## config.mk

```make
export PLATFORM = sky130hd
export DESIGN_NAME = page_stride_prefetcher
export DESIGN_NICKNAME = d
export VERILOG_FILES = /design/src/rtl/pfs_pkg.sv /design/src/rtl/pfs_stream_table.sv /design/src/rtl/pfs_cand_gen.sv /design/src/rtl/pfs_req_fifo.sv /design/src/rtl/page_stride_prefetcher.sv
export SDC_FILE = /design/constraint.sdc
export NUM_CORES = 2
export LEC_CHECK = 0
export ABC_AREA = 1
export CORE_MARGIN = 2
export CORE_UTILIZATION = 34
export CTS_BUF_LIST = sky130_fd_sc_hd__clkbuf_4 sky130_fd_sc_hd__clkbuf_8
export DETAILED_ROUTE_END_ITERATION = 7
export DONT_BUFFER_PORTS = 1
export PLACE_DENSITY = 0.57
export SYNTH_ARGS = -nofsm -noshare
export SYNTH_HDL_FRONTEND = slang
export SYNTH_HIERARCHICAL = 1
export SYNTH_SLANG_ARGS = --single-unit
export TNS_END_PERCENT = 30
```

## constraint.sdc

```tcl
create_clock -name clk_i -period 15.9 [get_ports clk_i]
set_input_delay 1.59 -clock clk_i [delete_from_list [all_inputs] [get_ports clk_i]]
set_output_delay 1.59 -clock clk_i [all_outputs]
set_load 0.1 [all_outputs]
```

## src/rtl/pfs_pkg.sv

```systemverilog
package pfs_pkg;
  localparam int unsigned DEF_LINE_W  = 34;
  localparam int unsigned DEF_IDX_W   = 6;   // 64 B lines in a 4 KiB page
  localparam int unsigned DEF_STREAMS = 32;
  localparam int unsigned DEF_DEPTH   = 4;
  localparam int unsigned DEF_AHEAD   = 2;
endpackage

```

## src/rtl/pfs_stream_table.sv

```systemverilog
module pfs_stream_table #(
  parameter int unsigned TAG_W = 28,
  parameter int unsigned IDX_W = 6,
  parameter int unsigned N     = 32,
  localparam int unsigned AW   = $clog2(N)
) (
  input  logic             clk_i,
  input  logic             rst_ni,
  input  logic             lk_valid_i,
  input  logic [TAG_W-1:0] lk_tag_i,
  input  logic [IDX_W-1:0] lk_idx_i,
  input  logic             lpf_set_i,
  input  logic [IDX_W-1:0] lpf_idx_i,
  output logic             hit_o,
  output logic [N-1:0]     hit_vec_o,
  output logic [IDX_W-1:0] prev_idx_o,
  output logic             lpf_vld_o,
  output logic [IDX_W-1:0] lpf_idx_o
);
  logic [N-1:0]     vld_q, lpfv_q;
  logic [TAG_W-1:0] tag_q  [N];
  logic [IDX_W-1:0] last_q [N];
  logic [IDX_W-1:0] lpf_q  [N];
  logic [AW-1:0]    age_q  [N];

  logic [N-1:0]  vic_vec, touch_vec;
  logic [AW-1:0] touch_age;

  always_comb begin
    for (int i = 0; i < N; i++) hit_vec_o[i] = vld_q[i] && (tag_q[i] == lk_tag_i);
  end
  assign hit_o = |hit_vec_o;

  always_comb begin
    prev_idx_o = '0;
    lpf_vld_o  = 1'b0;
    lpf_idx_o  = '0;
    for (int i = 0; i < N; i++) begin
      if (hit_vec_o[i]) begin
        prev_idx_o = prev_idx_o | last_q[i];
        lpf_vld_o  = lpf_vld_o | lpfv_q[i];
        lpf_idx_o  = lpf_idx_o | lpf_q[i];
      end
    end
  end

  // victim: lowest free slot, else the oldest
  always_comb begin
    logic found;
    found   = 1'b0;
    vic_vec = '0;
    for (int i = 0; i < N; i++) begin
      if (!vld_q[i] && !found) begin
        vic_vec[i] = 1'b1;
        found      = 1'b1;
      end
    end
    if (!found) begin
      for (int i = 0; i < N; i++) vic_vec[i] = (age_q[i] == AW'(N-1));
    end
  end

  assign touch_vec = hit_o ? hit_vec_o : vic_vec;

  always_comb begin
    touch_age = '0;
    for (int i = 0; i < N; i++) if (touch_vec[i]) touch_age = touch_age | age_q[i];
  end

  for (genvar g = 0; g < N; g++) begin : g_ent
    always_ff @(posedge clk_i or negedge rst_ni) begin
      if (!rst_ni) begin
        vld_q[g]  <= 1'b0;
        lpfv_q[g] <= 1'b0;
        age_q[g]  <= AW'(g);
      end else if (lk_valid_i) begin
        if (touch_vec[g]) begin
          vld_q[g]  <= 1'b1;
          age_q[g]  <= '0;
          if (!hit_o)         lpfv_q[g] <= 1'b0;
          else if (lpf_set_i) lpfv_q[g] <= 1'b1;
        end else if (age_q[g] < touch_age) begin
          age_q[g] <= age_q[g] + AW'(1);
        end
      end
    end

    always_ff @(posedge clk_i) begin
      if (lk_valid_i && touch_vec[g]) begin
        tag_q[g]  <= lk_tag_i;
        last_q[g] <= lk_idx_i;
        if (hit_o && lpf_set_i) lpf_q[g] <= lpf_idx_i;
      end
    end
  end
endmodule

```

## src/rtl/pfs_cand_gen.sv

```systemverilog
module pfs_cand_gen #(
  parameter int unsigned IDX_W = 6,
  parameter int unsigned AHEAD = 2,
  localparam int unsigned SW   = IDX_W + $clog2(AHEAD) + 3
) (
  input  logic             hit_i,
  input  logic [IDX_W-1:0] cur_idx_i,
  input  logic [IDX_W-1:0] prev_idx_i,
  input  logic             lpf_vld_i,
  input  logic [IDX_W-1:0] lpf_idx_i,
  output logic [AHEAD-1:0] cand_vld_o,
  output logic [IDX_W-1:0] cand_idx_o [AHEAD]
);
  logic signed [SW-1:0] cur_s, stride;

  assign cur_s  = $signed({{(SW-IDX_W){1'b0}}, cur_idx_i});
  assign stride = cur_s - $signed({{(SW-IDX_W){1'b0}}, prev_idx_i});

  for (genvar k = 0; k < AHEAD; k++) begin : g_ahead
    logic signed [SW-1:0] tgt;
    logic                 in_page, dup;
    assign tgt           = cur_s + $signed(SW'(k + 1)) * stride;
    assign in_page       = (tgt[SW-1:IDX_W] == '0);
    assign dup           = lpf_vld_i && (tgt[IDX_W-1:0] == lpf_idx_i);
    assign cand_idx_o[k] = tgt[IDX_W-1:0];
    assign cand_vld_o[k] = hit_i && (stride != '0) && in_page && !dup;
  end
endmodule

```

## src/rtl/pfs_req_fifo.sv

```systemverilog
module pfs_req_fifo #(
  parameter int unsigned W     = 34,
  parameter int unsigned DEPTH = 4,
  parameter int unsigned NW    = 2,
  localparam int unsigned PW   = (DEPTH > 1) ? $clog2(DEPTH) : 1,
  localparam int unsigned CW   = $clog2(DEPTH + 1),
  localparam int unsigned NCW  = $clog2(NW + 1)
) (
  input  logic           clk_i,
  input  logic           rst_ni,
  input  logic [NCW-1:0] push_n_i,
  input  logic [W-1:0]   push_data_i [NW],
  input  logic           pop_i,
  output logic [CW-1:0]  count_o,
  output logic [W-1:0]   head_o
);
  logic [W-1:0]  mem_q [DEPTH];
  logic [PW-1:0] wr_q, rd_q;
  logic [CW-1:0] cnt_q;

  always_ff @(posedge clk_i or negedge rst_ni) begin
    if (!rst_ni) begin
      wr_q  <= '0;
      rd_q  <= '0;
      cnt_q <= '0;
    end else begin
      wr_q  <= wr_q + PW'(push_n_i);
      if (pop_i) rd_q <= rd_q + PW'(1);
      cnt_q <= cnt_q + CW'(push_n_i) - CW'(pop_i);
    end
  end

  always_ff @(posedge clk_i) begin
    for (int k = 0; k < NW; k++) begin
      if (NCW'(k) < push_n_i) mem_q[wr_q + PW'(k)] <= push_data_i[k];
    end
  end

  assign count_o = cnt_q;
  assign head_o  = mem_q[rd_q];
endmodule

```

## src/rtl/page_stride_prefetcher.sv

```systemverilog
module page_stride_prefetcher
  import pfs_pkg::*;
#(
  parameter int unsigned LINE_W  = DEF_LINE_W,
  parameter int unsigned IDX_W   = DEF_IDX_W,
  parameter int unsigned STREAMS = DEF_STREAMS,
  parameter int unsigned DEPTH   = DEF_DEPTH,
  parameter int unsigned AHEAD   = DEF_AHEAD
) (
  input  logic              clk_i,
  input  logic              rst_ni,
  input  logic              ld_valid_i,
  input  logic [LINE_W-1:0] ld_line_i,
  input  logic              pf_ready_i,
  output logic              pf_valid_o,
  output logic [LINE_W-1:0] pf_line_o
);
  localparam int unsigned TAG_W = LINE_W - IDX_W;
  localparam int unsigned CW    = $clog2(DEPTH + 1);
  localparam int unsigned NCW   = $clog2(AHEAD + 1);

  logic [TAG_W-1:0]   ld_tag;
  logic [IDX_W-1:0]   ld_idx, prev_idx, lpf_idx, set_idx;
  logic               tbl_hit, lpf_vld, set_lpf, zero_stride, pop;
  logic [STREAMS-1:0] hit_vec;
  logic [AHEAD-1:0]   cand_vld;
  logic [IDX_W-1:0]   cand_idx [AHEAD];
  logic [LINE_W-1:0]  enq_data [AHEAD];
  logic [NCW-1:0]     enq_n;
  logic [CW-1:0]      fifo_cnt;

  assign ld_tag      = ld_line_i[LINE_W-1:IDX_W];
  assign ld_idx      = ld_line_i[IDX_W-1:0];
  assign zero_stride = tbl_hit && (prev_idx == ld_idx);

  pfs_stream_table #(.TAG_W(TAG_W), .IDX_W(IDX_W), .N(STREAMS)) u_tbl (
    .clk_i, .rst_ni,
    .lk_valid_i (ld_valid_i),
    .lk_tag_i   (ld_tag),
    .lk_idx_i   (ld_idx),
    .lpf_set_i  (set_lpf),
    .lpf_idx_i  (set_idx),
    .hit_o      (tbl_hit),
    .hit_vec_o  (hit_vec),
    .prev_idx_o (prev_idx),
    .lpf_vld_o  (lpf_vld),
    .lpf_idx_o  (lpf_idx)
  );

  pfs_cand_gen #(.IDX_W(IDX_W), .AHEAD(AHEAD)) u_cand (
    .hit_i      (ld_valid_i && tbl_hit),
    .cur_idx_i  (ld_idx),
    .prev_idx_i (prev_idx),
    .lpf_vld_i  (lpf_vld),
    .lpf_idx_i  (lpf_idx),
    .cand_vld_o (cand_vld),
    .cand_idx_o (cand_idx)
  );

  // compact surviving candidates in order, limited by free room
  always_comb begin
    int n;
    int room;
    n    = 0;
    room = int'(DEPTH) - int'(fifo_cnt);
    set_idx = '0;
    for (int k = 0; k < AHEAD; k++) enq_data[k] = '0;
    for (int k = 0; k < AHEAD; k++) begin
      if (cand_vld[k] && n < room) begin
        enq_data[n] = {ld_tag, cand_idx[k]};
        set_idx     = cand_idx[k];
        n           = n + 1;
      end
    end
    enq_n   = NCW'(n);
    set_lpf = (n != 0);
  end

  assign pf_valid_o = (fifo_cnt != '0);
  assign pop        = pf_valid_o && pf_ready_i;

  pfs_req_fifo #(.W(LINE_W), .DEPTH(DEPTH), .NW(AHEAD)) u_fifo (
    .clk_i, .rst_ni,
    .push_n_i    (enq_n),
    .push_data_i (enq_data),
    .pop_i       (pop),
    .count_o     (fifo_cnt),
    .head_o      (pf_line_o)
  );
endmodule

```

==> out/qor.yml <==
critPathCaptureType: "flip-flop"
maxCapViolCount: 0
dp_hpwl_mm: 181
power_density_nw_per_um2: 140
numCtsBuffers: 300
grt_util_all_layers: 0.245
ys_ff_latch: 1647
tns_ns: 0
synth_cells: 7041
routed_wl_mm: 292
drt-initial-drc-count: 8028
slew_headroom: 0.149
grt_pass1_vias: 56900
ir_worst_vdd_v: 0.000101
reg2regPathDepth: 37
synth_top_area_cell: "edfxtp_1"
setup_viol: 0
io_buffer_count: 0
ys_seq_area_frac: 0.623
antenna_found_initial: 13
die_height_um: 482
die_w_um: 482
wl_per_cell_um: 28.2
fmax_mhz: 81.1
overflow: 0
yosys_warnings: 6
required_ns: 16.57
cts_tree: "done"
start_util: 0.342
core.rowCount: 175
dr.pass1.iters: 7
synth_edf_count: 1416
final_cells: 10300
cts_buffer_depth: 4
synthesis.area_sq_um: 77700
total_power_mw: 12.1
worst_slew_pin_slew_ns: 1.27
vias_per_cell: 5.76
cts_hold_buf: 0
cts-resized-gates: 0
clock-sinks: 1647
critPathKind: "primary input to flip-flop"
clk_latency_ns: 1.06
status: "finished clean"
min_period_ns: 12.33
avgSynthCellArea_sq_um: 11.0
vias: 59600
h-tree-depth: 5
critical-path-max-stage-delay_ns: 0.96
ys_async_sr_fraction: 0.140
synth.distinct_cells: 57
holdWs_ns: 0.346
clock_skew_ns: 0.0872
yosys-top-cells-area: "edfxtp_1, nand2_1, dfrtp_1"
fin_util: 0.381
core_area_sq_um: 227000
path_max_fanout: 102
gp_congestion: 0.989
leakagePower_nw: 32.4
finalCritPeriodShare: 0.775
syn_to_final_growth_pct: 11.5
synth_flop_cell: "edfxtp_1"
rsz0062_at_grt: "false"
finalNetCount: 7399
drive_above_1_share: 0.101
clk_pin_slew_ns: 0.06
synth_nets: 7302
grt_start_max_net_pins: 232
post_cts_buffers: 0
clockRootBuffer: "clkbuf_8"
die_area_sq_um: 232000
slew_violations: 0
hold_viol: 0
synth_top_area_frac: 0.547
slowest_stage: "clkinv_1"
drcViolationCount: 0
start_kind: "primary input"
hp-class: "primary input to async pin"
cp.arrival_ns: 13.00
dpl.cell_count: 9845
grt_pass1_wl_mm: 411
num_io_pins: 73
ant_nets: 0
sequential cells by signal, summed over array words and instances, names as in the netlist:
| register | flops |
|---|---|
| u_tbl/vld_q | 32 |
| u_tbl/tag_q | 896 |
| u_fifo/wr_q | 2 |
| u_fifo/rd_q | 2 |
| u_tbl/lpfv_q | 32 |
| u_tbl/age_q | 160 |
| u_tbl/last_q | 192 |
| u_fifo/count_o | 3 |
| u_fifo/mem_q | 136 |
| u_tbl/lpf_q | 192 |
layer usage:
| layer | track usage | share of wire | vias up | routed length, um |
|---|---|---|---|---|
| li1 | - | - | 25600 | - |
| met1 | 0.326 | 0.40 | 29600 | 116000 |
| met2 | 0.378 | 0.44 | 3699 | 129000 |
| met3 | 0.0621 | 0.11 | 741 | 32600 |
| met4 | 0.109 | 0.048 | 6 | 14000 |
| met5 | 0 | 0.00016 | - | 48 |
cell families (layout without fill, tap and decap cells):
kind of cell / after synthesis / after routing / synth area share
other: 0 / 2 / 0
buffers and inverters: 1035 / 1324 / 0.0536
xor gates and xnor gates: 286 / 286 / 0.0322
DFF: 1647 / 1647 / 0.623
and+or+nand+nor: 2559 / 2559 / 0.145
adders and majority gates: 223 / 223 / 0.0363
AOI/OAI and AO/OA: 1291 / 1291 / 0.110
power breakdown:
group          switching (mW)  internal [mW]
clock                    1.79           2.10
combinational            2.22          0.801
sequential              0.229           5.01
metrics by stage:
stage               instance area [sq um]  setup slack, ns
finish                              86600             3.57
global route                        86600             3.30
CTS                                 86600             4.04
detailed placement                  81100             2.95
global placement                    81100             2.96
floorplan                           77700             7.05
critical path: cells and delay by family:
family / cells / cell delay, ns
and+or+nand+nor: 17 / 4.33
adders and majority gates: 4 / 1.53
buffers and inverters: 10 / 4.17
AOI/OAI and AO/OA: 3 / 1.18
cells in the final DEF, fill, tap and decap left out, types with 80 or more instances in the layout:
| cell | count |
|---|---|
| nand2_1 | 1340 |
| o21ai_0 | 281 |
| nor2_1 | 331 |
| o22ai_1 | 219 |
| dfstp_2 | 80 |
| o21ai_1 | 127 |
| dfrtp_1 | 150 |
| clkbuf_8 | 315 |
| edfxtp_1 | 1416 |
| a221oi_1 | 106 |
| xnor2_1 | 222 |
| clkbuf_4 | 94 |
| inv_1 | 699 |
| nand3_1 | 399 |
| nor3_1 | 89 |
| ha_1 | 218 |
| a21oi_1 | 168 |
| nand4_1 | 153 |
| a22o_1 | 259 |
| buf_4 | 97 |
| nor4_1 | 96 |
final timing paths:
check | from | slack [ns] | to
setup / recovery | ld_line_i[31] | 3.57 | u_fifo/mem_q[1][17]
hold / removal | rst_ni | 0.35 | u_tbl/age_q[112]
setup reg to reg | u_tbl/vld_q[31] | 4.72 | u_fifo/mem_q[1][17]
hold reg to reg | u_tbl/age_q[69] | 0.52 | u_tbl/age_q[69]
max in group asynchronous | rst_ni | 14.95 | u_fifo/count_o[0]
min in group clk_i | u_tbl/age_q[69] | 0.52 | u_tbl/age_q[69]
final cells by class:
cell class	count	area [sq um]
clock inverter	85	484
antenna	2	5.00
sequential	1647	48400
timing repair buffer	97	728
tap	3009	3760
inverter	733	2750
multi-input combinational	4359	25500
clock buffer	409	5040
fill	22000	141000
Yosys cell counts, types with 33 or more instances:
library cell	instances
edfxtp_1	1416
nand2_1	1342
inv_1	710
nand3_1	399
nor2_1	363
o21ai_0	282
a22o_1	259
xnor2_1	222
ha_1	219
o22ai_1	219
a21oi_1	168
nand4_1	153
dfrtp_1	151
o21ai_1	130
buf_2	127
clkbuf_1	108
a221oi_1	106
nor4_1	98
nor3_1	89
dfstp_2	80
xor2_1	64
or4_1	48
buf_1	43
a211oi_1	41
a2111oi_0	33
Note: power is estimated with default switching activity, not from simulation.
